$ cat src/rtl/dctimer_pkg.sv
`timescale 1ns/1ps
// Shared register addresses, comparator codes, run modes and the
// configuration word layout for the down-counting timer/PWM unit.
package dctimer_pkg;
    localparam logic [2:0] A_PERIOD  = 3'd0;
    localparam logic [2:0] A_COMPARE = 3'd1;
    localparam logic [2:0] A_CONFIG  = 3'd2;
    localparam logic [2:0] A_DEAD    = 3'd3;
    localparam logic [2:0] A_CTRL    = 3'd4;
    localparam logic [2:0] A_COUNT   = 3'd5;
    localparam logic [2:0] A_CAPT    = 3'd6;
    localparam logic [2:0] A_STATUS  = 3'd7;

    localparam logic [2:0] CMP_LT = 3'd0;
    localparam logic [2:0] CMP_LE = 3'd1;
    localparam logic [2:0] CMP_EQ = 3'd2;
    localparam logic [2:0] CMP_GE = 3'd3;
    localparam logic [2:0] CMP_GT = 3'd4;

    typedef enum logic [1:0] {
        RUN_FREE     = 2'd0,
        RUN_ONCE     = 2'd1,
        RUN_GATED    = 2'd2,
        RUN_FREE_ALT = 2'd3
    } run_mode_e;

    // Packed from MSB: mask[8:6] {cap,cmp,tc}, tick_sel[5], run[4:3], cmp[2:0]
    typedef struct packed {
        logic [2:0] irq_mask;
        logic       tick_sel;
        run_mode_e  run_mode;
        logic [2:0] cmp_mode;
    } cfg_t;
endpackage

$ cat src/rtl/dctimer_counter.sv
`timescale 1ns/1ps
// Down counter with period reload and run control.
// Assumes start and stop are never asserted together; start and reload
// take priority over an advance, which then yields no terminal count.
module dctimer_counter
    import dctimer_pkg::*;
#(
    parameter int CNT_W = 16
) (
    input  logic             clk,
    input  logic             rst_n,
    input  logic             start,
    input  logic             stop,
    input  logic             reload,
    input  logic             tick,
    input  logic             gate,
    input  run_mode_e        mode,
    input  logic [CNT_W-1:0] period,
    output logic [CNT_W-1:0] count,
    output logic             running,
    output logic             tc_evt
);
    logic advance;
    logic at_zero;

    // Decide whether this cycle advances and whether it ends a period.
    always_comb begin
        advance = running && tick && ((mode != RUN_GATED) || gate);
        at_zero = (count == '0);
        tc_evt  = advance && at_zero && !start && !reload;
    end

    // Count value: load on start/reload/zero, otherwise step down.
    always_ff @(posedge clk) begin
        if (!rst_n) begin
            count <= '0;
        end else if (start || reload) begin
            count <= period;
        end else if (advance) begin
            count <= at_zero ? period : count - 1'b1;
        end
    end

    // Running flag: set by start, cleared by stop or one-shot end.
    always_ff @(posedge clk) begin
        if (!rst_n) begin
            running <= 1'b0;
        end else if (start) begin
            running <= 1'b1;
        end else if (stop) begin
            running <= 1'b0;
        end else if (tc_evt && (mode == RUN_ONCE)) begin
            running <= 1'b0;
        end
    end
endmodule

$ cat src/rtl/dctimer_compare.sv
`timescale 1ns/1ps
// Comparator: relates the count to the compare level by one of five
// relations. Unused codes are never true; idle forces the result low.
module dctimer_compare
    import dctimer_pkg::*;
#(
    parameter int CNT_W = 16
) (
    input  logic [CNT_W-1:0] count,
    input  logic [CNT_W-1:0] level,
    input  logic [2:0]       mode,
    input  logic             running,
    output logic             raw
);
    logic below;
    logic equal;
    logic hit;

    // Evaluate the selected relation and gate it with the running state.
    always_comb begin
        below = (count < level);
        equal = (count == level);
        case (mode)
            CMP_LT:  hit = below;
            CMP_LE:  hit = below || equal;
            CMP_EQ:  hit = equal;
            CMP_GE:  hit = !below;
            CMP_GT:  hit = !below && !equal;
            default: hit = 1'b0;
        endcase
        raw = running && hit;
    end
endmodule

$ cat src/rtl/dctimer_deadband.sv
`timescale 1ns/1ps
// Complementary output stage with dead time and kill.
// Each change of the raw compare holds both outputs low for DEAD cycles,
// counting the cycle of the change itself. Kill acts combinationally.
module dctimer_deadband #(
    parameter int DB_W = 8
) (
    input  logic            clk,
    input  logic            rst_n,
    input  logic            raw,
    input  logic            kill,
    input  logic [DB_W-1:0] dead,
    output logic            pwm_p,
    output logic            pwm_n,
    output logic            raw_rise
);
    logic            raw_q;
    logic [DB_W-1:0] left;
    logic            change;
    logic            hold;

    // Detect compare edges and decide whether the dead time is active.
    always_comb begin
        change   = raw ^ raw_q;
        hold     = change ? (dead != '0) : (left != '0);
        raw_rise = raw && !raw_q;
        pwm_p    = !kill && !hold && raw;
        pwm_n    = !kill && !hold && !raw;
    end

    // Remember the last compare value and run down the dead-time counter.
    always_ff @(posedge clk) begin
        if (!rst_n) begin
            raw_q <= 1'b0;
            left  <= '0;
        end else begin
            raw_q <= raw;
            if (change) begin
                left <= (dead == '0) ? '0 : dead - 1'b1;
            end else if (left != '0) begin
                left <= left - 1'b1;
            end
        end
    end
endmodule

$ cat src/rtl/dctimer_pwm.sv
`timescale 1ns/1ps
// Top of the down-counting timer/counter/PWM unit: register port,
// capture register, sticky status with interrupt, and the three datapath
// blocks. Assumes at most one register access per cycle and CNT_W no
// smaller than the configuration word.
module dctimer_pwm
    import dctimer_pkg::*;
#(
    parameter int CNT_W = 16,
    parameter int DB_W  = 8
) (
    input  logic             clk,
    input  logic             rst_n,
    input  logic             reg_wr,
    input  logic             reg_rd,
    input  logic [2:0]       reg_addr,
    input  logic [CNT_W-1:0] reg_wdata,
    output logic [CNT_W-1:0] reg_rdata,
    input  logic             tick_i,
    input  logic             reload_i,
    input  logic             enable_i,
    input  logic             capture_i,
    input  logic             kill_i,
    output logic             cmp_o,
    output logic             pwm_o,
    output logic             pwm_n_o,
    output logic             tc_o,
    output logic             irq_o
);
    localparam int CFG_W = $bits(cfg_t);
    localparam int EV_N  = 3;

    logic [CNT_W-1:0] period_q;
    logic [CNT_W-1:0] level_q;
    cfg_t             cfg_q;
    logic [DB_W-1:0]  dead_q;
    logic [CNT_W-1:0] capt_q;
    logic [EV_N-1:0]  status_q;
    logic [EV_N-1:0]  events;
    logic [CNT_W-1:0] count;
    logic             running;
    logic             tc_evt;
    logic             raw;
    logic             raw_rise;
    logic             start;
    logic             stop;
    logic             stat_rd;
    logic             tick;

    // Decode commands and select the count-advance source.
    always_comb begin
        start   = reg_wr && (reg_addr == A_CTRL) && reg_wdata[0];
        stop    = reg_wr && (reg_addr == A_CTRL) && reg_wdata[1];
        stat_rd = reg_rd && (reg_addr == A_STATUS);
        tick    = cfg_q.tick_sel ? tick_i : 1'b1;
        events  = {capture_i, raw_rise, tc_evt};
    end

    // Writable configuration registers.
    always_ff @(posedge clk) begin
        if (!rst_n) begin
            period_q <= '0;
            level_q  <= '0;
            cfg_q    <= '0;
            dead_q   <= '0;
        end else if (reg_wr) begin
            case (reg_addr)
                A_PERIOD:  period_q <= reg_wdata;
                A_COMPARE: level_q  <= reg_wdata;
                A_CONFIG:  cfg_q    <= cfg_t'(reg_wdata[CFG_W-1:0]);
                A_DEAD:    dead_q   <= reg_wdata[DB_W-1:0];
                default:   ;
            endcase
        end
    end

    // Capture register and registered terminal-count pulse.
    always_ff @(posedge clk) begin
        if (!rst_n) begin
            capt_q <= '0;
            tc_o   <= 1'b0;
        end else begin
            if (capture_i) capt_q <= count;
            tc_o <= tc_evt;
        end
    end

    // One sticky status bit per event; a set in the read cycle wins.
    for (genvar i = 0; i < EV_N; i++) begin : g_status
        always_ff @(posedge clk) begin
            if (!rst_n) begin
                status_q[i] <= 1'b0;
            end else begin
                status_q[i] <= (status_q[i] && !stat_rd) || events[i];
            end
        end
    end

    // Combinational read mux and interrupt request.
    always_comb begin
        reg_rdata = '0;
        case (reg_addr)
            A_PERIOD:  reg_rdata = period_q;
            A_COMPARE: reg_rdata = level_q;
            A_CONFIG:  reg_rdata[CFG_W-1:0] = cfg_q;
            A_DEAD:    reg_rdata[DB_W-1:0] = dead_q;
            A_CTRL:    reg_rdata[0] = running;
            A_COUNT:   reg_rdata = count;
            A_CAPT:    reg_rdata = capt_q;
            default:   reg_rdata[EV_N-1:0] = status_q;
        endcase
        irq_o = |(status_q & cfg_q.irq_mask);
        cmp_o = raw && !kill_i;
    end

    dctimer_counter #(.CNT_W(CNT_W)) u_counter (
        .clk     (clk),
        .rst_n   (rst_n),
        .start   (start),
        .stop    (stop),
        .reload  (reload_i),
        .tick    (tick),
        .gate    (enable_i),
        .mode    (cfg_q.run_mode),
        .period  (period_q),
        .count   (count),
        .running (running),
        .tc_evt  (tc_evt)
    );

    dctimer_compare #(.CNT_W(CNT_W)) u_compare (
        .count   (count),
        .level   (level_q),
        .mode    (cfg_q.cmp_mode),
        .running (running),
        .raw     (raw)
    );

    dctimer_deadband #(.DB_W(DB_W)) u_deadband (
        .clk      (clk),
        .rst_n    (rst_n),
        .raw      (raw),
        .kill     (kill_i),
        .dead     (dead_q),
        .pwm_p    (pwm_o),
        .pwm_n    (pwm_n_o),
        .raw_rise (raw_rise)
    );
endmodule

$ cat config.mk
export PLATFORM = sky130hd
export DESIGN_NAME = dctimer_pwm
export DESIGN_NICKNAME = d
export VERILOG_FILES = /design/src/rtl/dctimer_pkg.sv /design/src/rtl/dctimer_counter.sv /design/src/rtl/dctimer_compare.sv /design/src/rtl/dctimer_deadband.sv /design/src/rtl/dctimer_pwm.sv
export SDC_FILE = /design/constraint.sdc
export NUM_CORES = 1
export LEC_CHECK = 0
export ABC_AREA = 1
export BUFFER_PORTS_ARGS = -buffer_cell sky130_fd_sc_hd__buf_2
export CORE_AREA = 2 2 135 137
export CTS_BUF_LIST = sky130_fd_sc_hd__clkbuf_8 sky130_fd_sc_hd__clkbuf_16
export CTS_CLUSTER_SIZE = 8
export DETAILED_ROUTE_END_ITERATION = 10
export DIE_AREA = 0 0 137 139
export PLACE_DENSITY_LB_ADDON = 0.25
export REMOVE_ABC_BUFFERS = 1
export SLEW_MARGIN = 20
export SYNTH_ARGS = -nofsm -noshare
export SYNTH_HDL_FRONTEND = slang
export SYNTH_SLANG_ARGS = --single-unit
export TNS_END_PERCENT = 100
$ cat constraint.sdc
create_clock -name clk -period 3.5 [get_ports clk]
set_clock_uncertainty 0.05 [all_clocks]
set_input_delay 0.7 -clock clk [delete_from_list [all_inputs] [get_ports clk]]
set_output_delay 0.7 -clock clk [all_outputs]
set_load 0.01 [all_outputs]
---- After elaboration in Yosys (flattened, before gate mapping) ----
Cells that the tools add are included.
W data, S select, Z words.
word-level totals
  register bits after elaboration ......... 95
  logic and storage cells ................. 102
  bits of input ports ..................... 28
operators by class
  $add $sub $neg .......................... 3
  equality and inequality tests ........... 14
  reduce and logical (&&, ||, !) cells .... 49
  bitwise operators ....................... 2
  mux-type cells .......................... 17
  magnitude comparators ................... 1
operator list
  cell                     number
  $mux W16                 3
  $pmux W5 S6              1
  $pmux W7 S4              1
  $mux W8                  3
  $logic_and A1 B1 Y1      20
  $eq A16 B16 Y1           1
  $logic_not A16 Y1        1
  $lt A16 B16 Y1           1
  $reduce_bool A8 Y1       2
  $sub A16 B1 Y16 const B  1
  $sub A8 B1 Y8 const B    2
  $eq A3 B3 Y1 const B     5
  $pmux W2 S7              1
  $eq A3 B2 Y1 const B     4
  $pmux W1 S5              2
  $logic_not A1 Y1         9
  $logic_not A8 Y1         1
  $reduce_and A2 Y1        4
  $pmux W1 S7              1
  $eq A3 B1 Y1 const B     2
  $logic_not A3 Y1         2
  $logic_or A1 B1 Y1       6
  $mux W1                  5
  $reduce_bool A2 Y1       2
  other kinds (6)          6

---- Depth between registers and ports, before layout ----
Gate-level depths: netlist of the first run.
  depth in word-level cells ............... 10
  mapped depth ............................ 24
  gate-level depth less buffers ........... 23

---- Modules after synthesis ----
A second synthesis of the first run with hierarchy kept.
unflattened totals
  cells, all modules ...................... 980
  area, all modules ....................... 6080.8 µm²
by module, submodules not included
  module            instances  seq. area each (µm²)  cells each  area each (µm²)
  dctimer_pwm       1          1381.3                524         3387.0
  dctimer_counter   1          340.3                 244         1402.6
  dctimer_deadband  1          180.2                 122         753.2
  dctimer_compare   1          0.0                   90          538.0

---- Least setup slack after synthesis of the first run ----
Ideal clock, no wire load.
  kind .................................... reg2out
  start ................................... register u_counter.count[11]
  end ..................................... output pwm_n_o
  cell stages (with the launch flop) ...... 18
  arrival ................................. 2.750 ns
  slack ................................... 0.000 ns
  path through ............................ dfxtp_1 > ha_1 > a21oi_1 > nand2_1 > a21oi_1 > nand2_1 > nand2_1 > nand2_1 > nand2_1 > nand2_1 > nand2_1 > inv_1 > ha_1 > clkbuf_1 > inv_1 > nor3_4 > o21bai_1 > a21oi_1
between the ends
  longest elaborated chain between the ends .. 10
  elaborated cells between the ends (all ways) .. 14
RTL lines
  item                                              line                                          text
  from (decl)                                       dctimer_counter.sv:19                         output logic [CNT_W-1:0] count,
  from (signal assigned)                            dctimer_counter.sv:38                         count <= period;
  from (signal assigned)                            dctimer_counter.sv:40                         count <= at_zero ? period : count - 1'b1;
  $lt A16 B16 Y1 or $eq A16 B16 Y1 (tied branches)  dctimer_compare.sv:21, dctimer_compare.sv:22
  $logic_not A1 Y1 (on tied branches)               dctimer_compare.sv:27, dctimer_compare.sv:28
  $logic_and A1 B1 Y1                               dctimer_compare.sv:28                         CMP_GT: hit = !below && !equal;
  $pmux W1 S5 (*)                                   dctimer_compare.sv:23                         case (mode)
  $logic_and A1 B1 Y1 (*)                           dctimer_compare.sv:31                         raw = running && hit;
  net raw                                           dctimer_pwm.sv:43                             logic raw;
  $xor A1 B1 Y1                                     dctimer_deadband.sv:24                        change = raw ^ raw_q;
  $mux W1                                           dctimer_deadband.sv:25                        hold = change ? (dead != '0) : (left != '0);
  $logic_not A1 Y1                                  dctimer_deadband.sv:28                        pwm_n = !kill && !hold && !raw;
  $logic_and A1 B1 Y1                               dctimer_deadband.sv:28
  $logic_and A1 B1 Y1 (*)                           dctimer_deadband.sv:28
  to (decl)                                         dctimer_pwm.sv:26                             output logic pwm_n_o,
Mark *: on every way through the listed nets, which the timed path passes. The rest lies on a longest branch.

---- Worst setup path in the final report of the first run ----
  start ................................... register level_q[13]
  end ..................................... output pwm_n_o
between the ends
  longest elaborated chain between the ends .. 10
  elaborated cells between the ends (all ways) .. 14
RTL lines
  item                                              line                                          text
  from (decl)                                       dctimer_pwm.sv:34                             logic [CNT_W-1:0] level_q;
  from (signal assigned)                            dctimer_pwm.sv:69                             A_COMPARE: level_q <= reg_wdata;
  $lt A16 B16 Y1 or $eq A16 B16 Y1 (tied branches)  dctimer_compare.sv:21, dctimer_compare.sv:22
  $logic_not A1 Y1 (on tied branches)               dctimer_compare.sv:27, dctimer_compare.sv:28
  $logic_and A1 B1 Y1                               dctimer_compare.sv:28
  $pmux W1 S5 (*)                                   dctimer_compare.sv:23
  $logic_and A1 B1 Y1 (*)                           dctimer_compare.sv:31
  net raw                                           dctimer_pwm.sv:43
  $xor A1 B1 Y1                                     dctimer_deadband.sv:24
  $mux W1                                           dctimer_deadband.sv:25
  $logic_not A1 Y1                                  dctimer_deadband.sv:28
  $logic_and A1 B1 Y1                               dctimer_deadband.sv:28
  $logic_and A1 B1 Y1 (*)                           dctimer_deadband.sv:28
Marked as above.

==> results of run 1 <==
## cell usage after synthesis (10+ instances only)
library cell / instances / area, um^2
o22ai_1: 10 / 62.6
xor2_1: 15 / 131
clkbuf_1: 14 / 52.6
dfxtp_1: 95 / 1900
nand3_1: 21 / 105
o21ai_0: 88 / 440
buf_2: 12 / 60.1
a21oi_1: 93 / 465
ha_1: 21 / 263
nand2_1: 87 / 327
nor2_1: 73 / 274
nor3_1: 10 / 50.1
inv_1: 95 / 357
## cells by family (layout without fill, tap and decap cells)
kind of cell / after synthesis / count (layout) / share of synthesized area
AOI/OAI and AO/OA: 237 / 237 / 0.257
DFF: 95 / 95 / 0.365
xor gates and xnor gates: 18 / 18 / 0.0303
and+or+nand+nor: 219 / 219 / 0.194
buffers and inverters: 131 / 198 / 0.104
adders and majority gates: 21 / 21 / 0.0505
## metal layers
metal,wire [um],share of wire
met3,576,0.034
met5,0,0
met2,7930,0.47
met1,8060,0.48
met4,212,0.013
## per-stage QoR
stage	hold slack (ns)	instance area [um^2]	total power [mW]	utilization	instances
finish	0.432	6410	3.14	0.363	1017
global route	0.451	6410	3.34	0.363	1017
CTS	0.434	6180	3.09	0.350	1013
detailed placement	0.424	5790	2.07	0.328	996
global placement	0.419	5790	2.07	0.328	996
floorplan	0.389	5050	1.82	-	690
## worst paths after layout
path	endpoint	slack, ns	depth (start not counted)
setup reg to reg	u_deadband.left[7]	0.88	19
hold reg to reg	period_q[10]	0.43	2
hold / removal	period_q[10]	0.43	2
setup / recovery	pwm_n_o	0.03	18
## area by class of cell
cell class | instances | area [um^2]
fill | 1935 | 11300
clock buffer | 11 | 253
tap | 229 | 287
inverter | 100 | 380
multi-input combinational | 495 | 3040
timing repair buffer | 82 | 495
sequential | 95 | 1920
clock inverter | 5 | 32.5
## critical path, stage by stage, from the launching register on
cell,delay (ns)
dfxtp_1,0.30
inv_1,0.12
ha_4,0.23
a21oi_1,0.15
o21ai_2,0.08
a21oi_4,0.18
nand2_2,0.10
nand2_2,0.07
nand2_1,0.05
nand2_1,0.07
nand2_2,0.08
nand2_2,0.08
inv_2,0.04
ha_4,0.28
inv_4,0.04
nor3_4,0.12
o21bai_1,0.11
a21oi_1,0.13
buf_2,0.15
## power groups by stage
stage	clock network [mW]	logic [mW]	registers, mW
after floorplan	0	0.565	1.25
after global placement	0	0.823	1.25
after detailed placement	0	0.820	1.25
after CTS	0.999	0.858	1.23
after global routing	1.04	1.06	1.24
final	0.975	0.935	1.23
## what timing repair did
item / in CTS / in global routing
setup endpoints to repair: 2 / 2
pin swaps: 12 / 23
buffers inserted: 1 / 4
gates resized for setup: 21 / 48
hold endpoints to repair: 0 / 0
## cell usage in the layout (no fill, tap or decap), types with 8 or more instances in the layout
cell type / Yosys / routed
a21oi_1: 93 / 88
o21ai_0: 88 / 87
inv_1: 95 / 84
dfxtp_1: 95 / 83
nand2_1: 87 / 76
nor2_1: 73 / 70
buf_2: 12 / 48
buf_4: 2 / 34
nand3_1: 21 / 18
xor2_1: 15 / 15
inv_2: 3 / 14
ha_4: 0 / 14
nand2_2: 3 / 13
o22ai_1: 10 / 10
nor3_1: 10 / 10
dfxtp_2: 0 / 10
clkbuf_16: 0 / 9
nand4_1: 8 / 8
## state kept, by name, indices dropped and copies added (netlist names), 3 cells and up
| register | cells |
|---|---|
| capt_q | 16 |
| cfg_q | 9 |
| dead_q | 8 |
| level_q | 16 |
| period_q | 16 |
| status_q | 3 |
| u_counter.count | 16 |
| u_deadband.left | 8 |
==> reports/results.ini, run 1 <==
[global_routing]
grt-busiest-layer = met2
grt_pass1_vias = 4628
grt-ovfl-total = 0
grt.met1_usage = 0.246
grt_util_met3 = 0.0322
grtUsageTotal = 0.178
antenna_found_initial = 0
grt_max_degree = 39
grtUsageMet2 = 0.284
grt_pass1_wl_um = 26100

[cts]
ctsLongestPathBuffers = 2
cts_hold_buf = 0
cts_sinks = 95
tritoncts = built
clkLatencyLatePin_ns = 0.37
cts_max_level = 3
clkTransAtPathRegs_ns = 0.07
cts_buffers = 9
cts_root_buf = clkbuf_16

[outcome]
outcome = finished clean

[yosys]
ys_seq_area_frac = 0.365
synth_area_um2 = 5210
synth.distinct_cells = 45
yosysWarnings = 0
syn_avg_cell_area_um2 = 7.22
ys.flop_type = dfxtp_1
async_reset_ff_frac = 0
netlist_instances = 721
synth_edf_count = 0
synth_seq_cells = 95

[die]
core_um2 = 17700
num_rows = 49
dieArea_um2 = 19000
die_w_um = 137
io_pins = 49
initial_core_util = 0.295
die_h_um = 139

[hold_path]
holdCritStartpoint = period_q[10]
hold_path.class = flop to flop

[sta]
tightest_slew_ns = 0.925
setup_ws_ns = 0.0254
finalSetupViolations = 0
fin_tns_setup_ns = 0
rsz0062_at_grt = true
hold_viol = 0
maxSlewHeadroom = 0.382
timing.final.max_slew_violations = 0
post-route-min-period_ns = 3.47
max_freq_mhz = 288
fin_crit_sh = 0.993

[worst_setup_path]
crit_start = level_q[13]
path_max_fanout = 3
rr_startpoint = level_q[13]
crit_path_end_kind = output port
path_class = flop to output port
cp-start-kind = flop
crit_arrival_ns = 2.72
cp_data_required_time_ns = 2.75

[detailed_routing]
drc_errors = 0
via_per_inst = 4.86
wirelength_um = 16800
drt-initial-drc-count = 373
dr.pass1.iters = 4
drtAntennaViolNets = 0
num_vias = 4947
wire_per_inst_um = 16.5

[power]
combPwrFrac = 0.297
power_density_nw_per_um2 = 491
power_frac_seq = 0.392
power_switching_mw = 1.08
p_int_mw = 2.07
p_sw_frac = 0.342
ir_drop_mv = 0.268
clkPwrFrac = 0.310
power_leakage_nw = 2.63

[placed_design]
dp_slack_ns = 0.149
place_congestion = 0.850
io_buffers = 48
hpwlAfterDp_um = 11900

[final_layout]
drive_above_1_share = 0.236
diodes = 0
syn_to_final_growth_pct = 23.0
nets = 832

[flow_run]
max_cap_violations = 0

(Power assumes the default switching activity.)
==> inputs of run 2 (changes only) <==
Settings changed: CELL_PAD_IN_SITES_DETAIL_PLACEMENT set to 0, CELL_PAD_IN_SITES_GLOBAL_PLACEMENT set to 1, CORE_AREA 2 2 135 137 to 2 2 119 121, DIE_AREA 0 0 137 139 to 0 0 121 123, HOLD_SLACK_MARGIN set to 0.12.
==> run 2 against run 1 <==
Net effect: the flow now finishes with violations (negative setup slack); non-clock buffer count grew 3; utilization grew 11 points; count of clock-buffer cells in the layout is 1 lower; via count grew 4.2%; critical endpoint unchanged.
==> reports/results.ini, run 2 (synthesis gave the netlist of run 1 again) <==
[outcome]
outcome = finished, violations left
violations = negative setup slack

[cts]
cts_buffers = 9
cts_root_buf = clkbuf_16
ctsLongestPathBuffers = 2
cts_max_level = 3
clkTransAtPathRegs_ns = 0.06
tritoncts = built
cts_sinks = 95
cts_hold_buf = 0
clkLatencyLatePin_ns = 0.35

[die]
core_um2 = 13600
die_w_um = 121
num_rows = 43
die_h_um = 123
initial_core_util = 0.383
dieArea_um2 = 14900
io_pins = 49

[sta]
rsz0062_at_grt = true
finalSetupViolations = 2
tightest_slew_ns = 0.915
setup_ws_ns = -0.0321
fin_crit_sh = 1.01
max_freq_mhz = 283
post-route-min-period_ns = 3.53
maxSlewHeadroom = 0.389
timing.final.max_slew_violations = 0
hold_viol = 0

[power]
clkPwrFrac = 0.308
finalPower_mw = 3.22
p_int_mw = 2.13
ir_drop_mv = 0.331
power_switching_mw = 1.08
power_frac_seq = 0.385
combPwrFrac = 0.307
p_sw_frac = 0.337
power_leakage_nw = 2.66
power_density_nw_per_um2 = 504

[final_layout]
nets = 835
fillerInstances = 1367
final_common_cell = a21oi_1
drive_above_1_share = 0.243
mostFrequentLayoutCells = a21oi_1 (88), o21ai_0 (87), dfxtp_1 (83), inv_1 (81), nand2_1 (78)
syn_to_final_growth_pct = 22.6
final_util = 0.469
diodes = 0
finalNonFillerCells = 971

[global_routing]
grt_max_degree = 71
grt_pass1_wl_um = 26500
antenna_found_initial = 0
grt-ovfl-total = 0
grtUsageTotal = 0.232
grt_pass1_vias = 5095

[placed_design]
hpwlAfterDp_um = 11900
post-place-cells = 944
io_buffers = 48
place_congestion = 0.868

[worst_setup_path]
crit_path_end_kind = output port
slowest_stage = dfxtp_2
cp_data_required_time_ns = 2.75
crit_chain = inv_2 > ha_4 > nand4_1 > nor2_4 > nand2_2 > nand2_2 > nand2_2 > nand2_2 > nand2_2 > nand2_2 > nand2_2 > inv_2 > ha_4 > buf_6 > nor2_4 > o21bai_4 > a21oi_2 > buf_2
path_max_fanout = 3
path_common_cell = nand2_2
path_class = flop to output port
critical_path.max_stage_delay_ns = 0.32
crit_arrival_ns = 2.78
cp-start-kind = flop

[detailed_routing]
drc_errors = 0
num_vias = 5154
wirelength_um = 16800
via_per_inst = 5.31
drt-initial-drc-count = 316
dr.pass1.iters = 5
wire_per_inst_um = 17.3
drtAntennaViolNets = 0

[hold_path]
hold_path.class = flop to flop

[flow_run]
max_cap_violations = 0

run 2: cell types whose count changed in the layout (fill, tap and decap cells not counted), moves of 2 or more:
cell        change
clkinv_2        +2
buf_4           +2
inv_2           +4
nand2_1         +2
inv_1           -3
clkinvlp_4      -2
run 2: final cells by class:
type                       count  area, um^2  share of cell area
inverter                     100         380              0.0596
tap                          180         225              0.0353
clock buffer                  10         239              0.0374
timing repair buffer          85         522              0.0817
multi-input combinational    495        3050               0.477
sequential                    95        1920               0.301
clock inverter                 6        52.6             0.00823
run 2: metal layers:
metal  share of wire  track usage  up-vias
met5               0            0        -
met3           0.050       0.0480       31
li1                -            -     2564
met2            0.50        0.405      143
met4           0.031        0.103        0
met1            0.42        0.275     2416
run 2: final timing paths:
kind	end	slack [ns]	startpoint	depth (start not counted)
setup / recovery	pwm_n_o	-0.03	level_q[15]	18
hold / removal	period_q[10]	0.42	period_q[10]	2
setup reg to reg	u_deadband.left[7]	0.60	u_counter.count[3]	24
hold reg to reg	period_q[10]	0.42	period_q[10]	2
run 2: per-stage QoR:
step	worst slack (ns)	hold slack (ns)	area (um^2)	TNS (ns)
floorplan	0.121	0.389	5050	0
global route	-0.150	0.446	6380	-0.296
finish	-0.0321	0.421	6380	-0.0322
CTS	0.00213	0.422	6190	0
global placement	0.149	0.411	5710	0
detailed placement	0.0705	0.412	5710	0
run 2: timing repair:
item | 4_1_cts | 5_1_grt
hold endpoints to repair | 0 | 0
buffers inserted | 5 | 6
pin swaps | 24 | 21
resized for setup | 35 | 39
endpoints found under the setup margin | 2 | 2
run 2: critical path, delay by kind of cell, from the launching register on:
kind	cells	cell delay, ns
AO/OA/AOI/OAI	2	0.21
adder cells (fa/ha/maj)	2	0.48
buffers and inverters	4	0.38
flip-flops	1	0.32
AND/OR/NAND/NOR	10	1.03
run 2: power groups by stage:
| stage | sequential [mW] | clock (mW) | combinational, mW |
|---|---|---|---|
| 6_report | 1.24 | 0.991 | 0.989 |
| 5_1_grt | 1.25 | 1.05 | 1.10 |
| 4_1_cts | 1.23 | 1.01 | 0.905 |
| 3_5_place_dp | 1.25 | 0 | 0.835 |
| 3_3_place_gp | 1.25 | 0 | 0.824 |
| 2_1_floorplan | 1.25 | 0 | 0.565 |
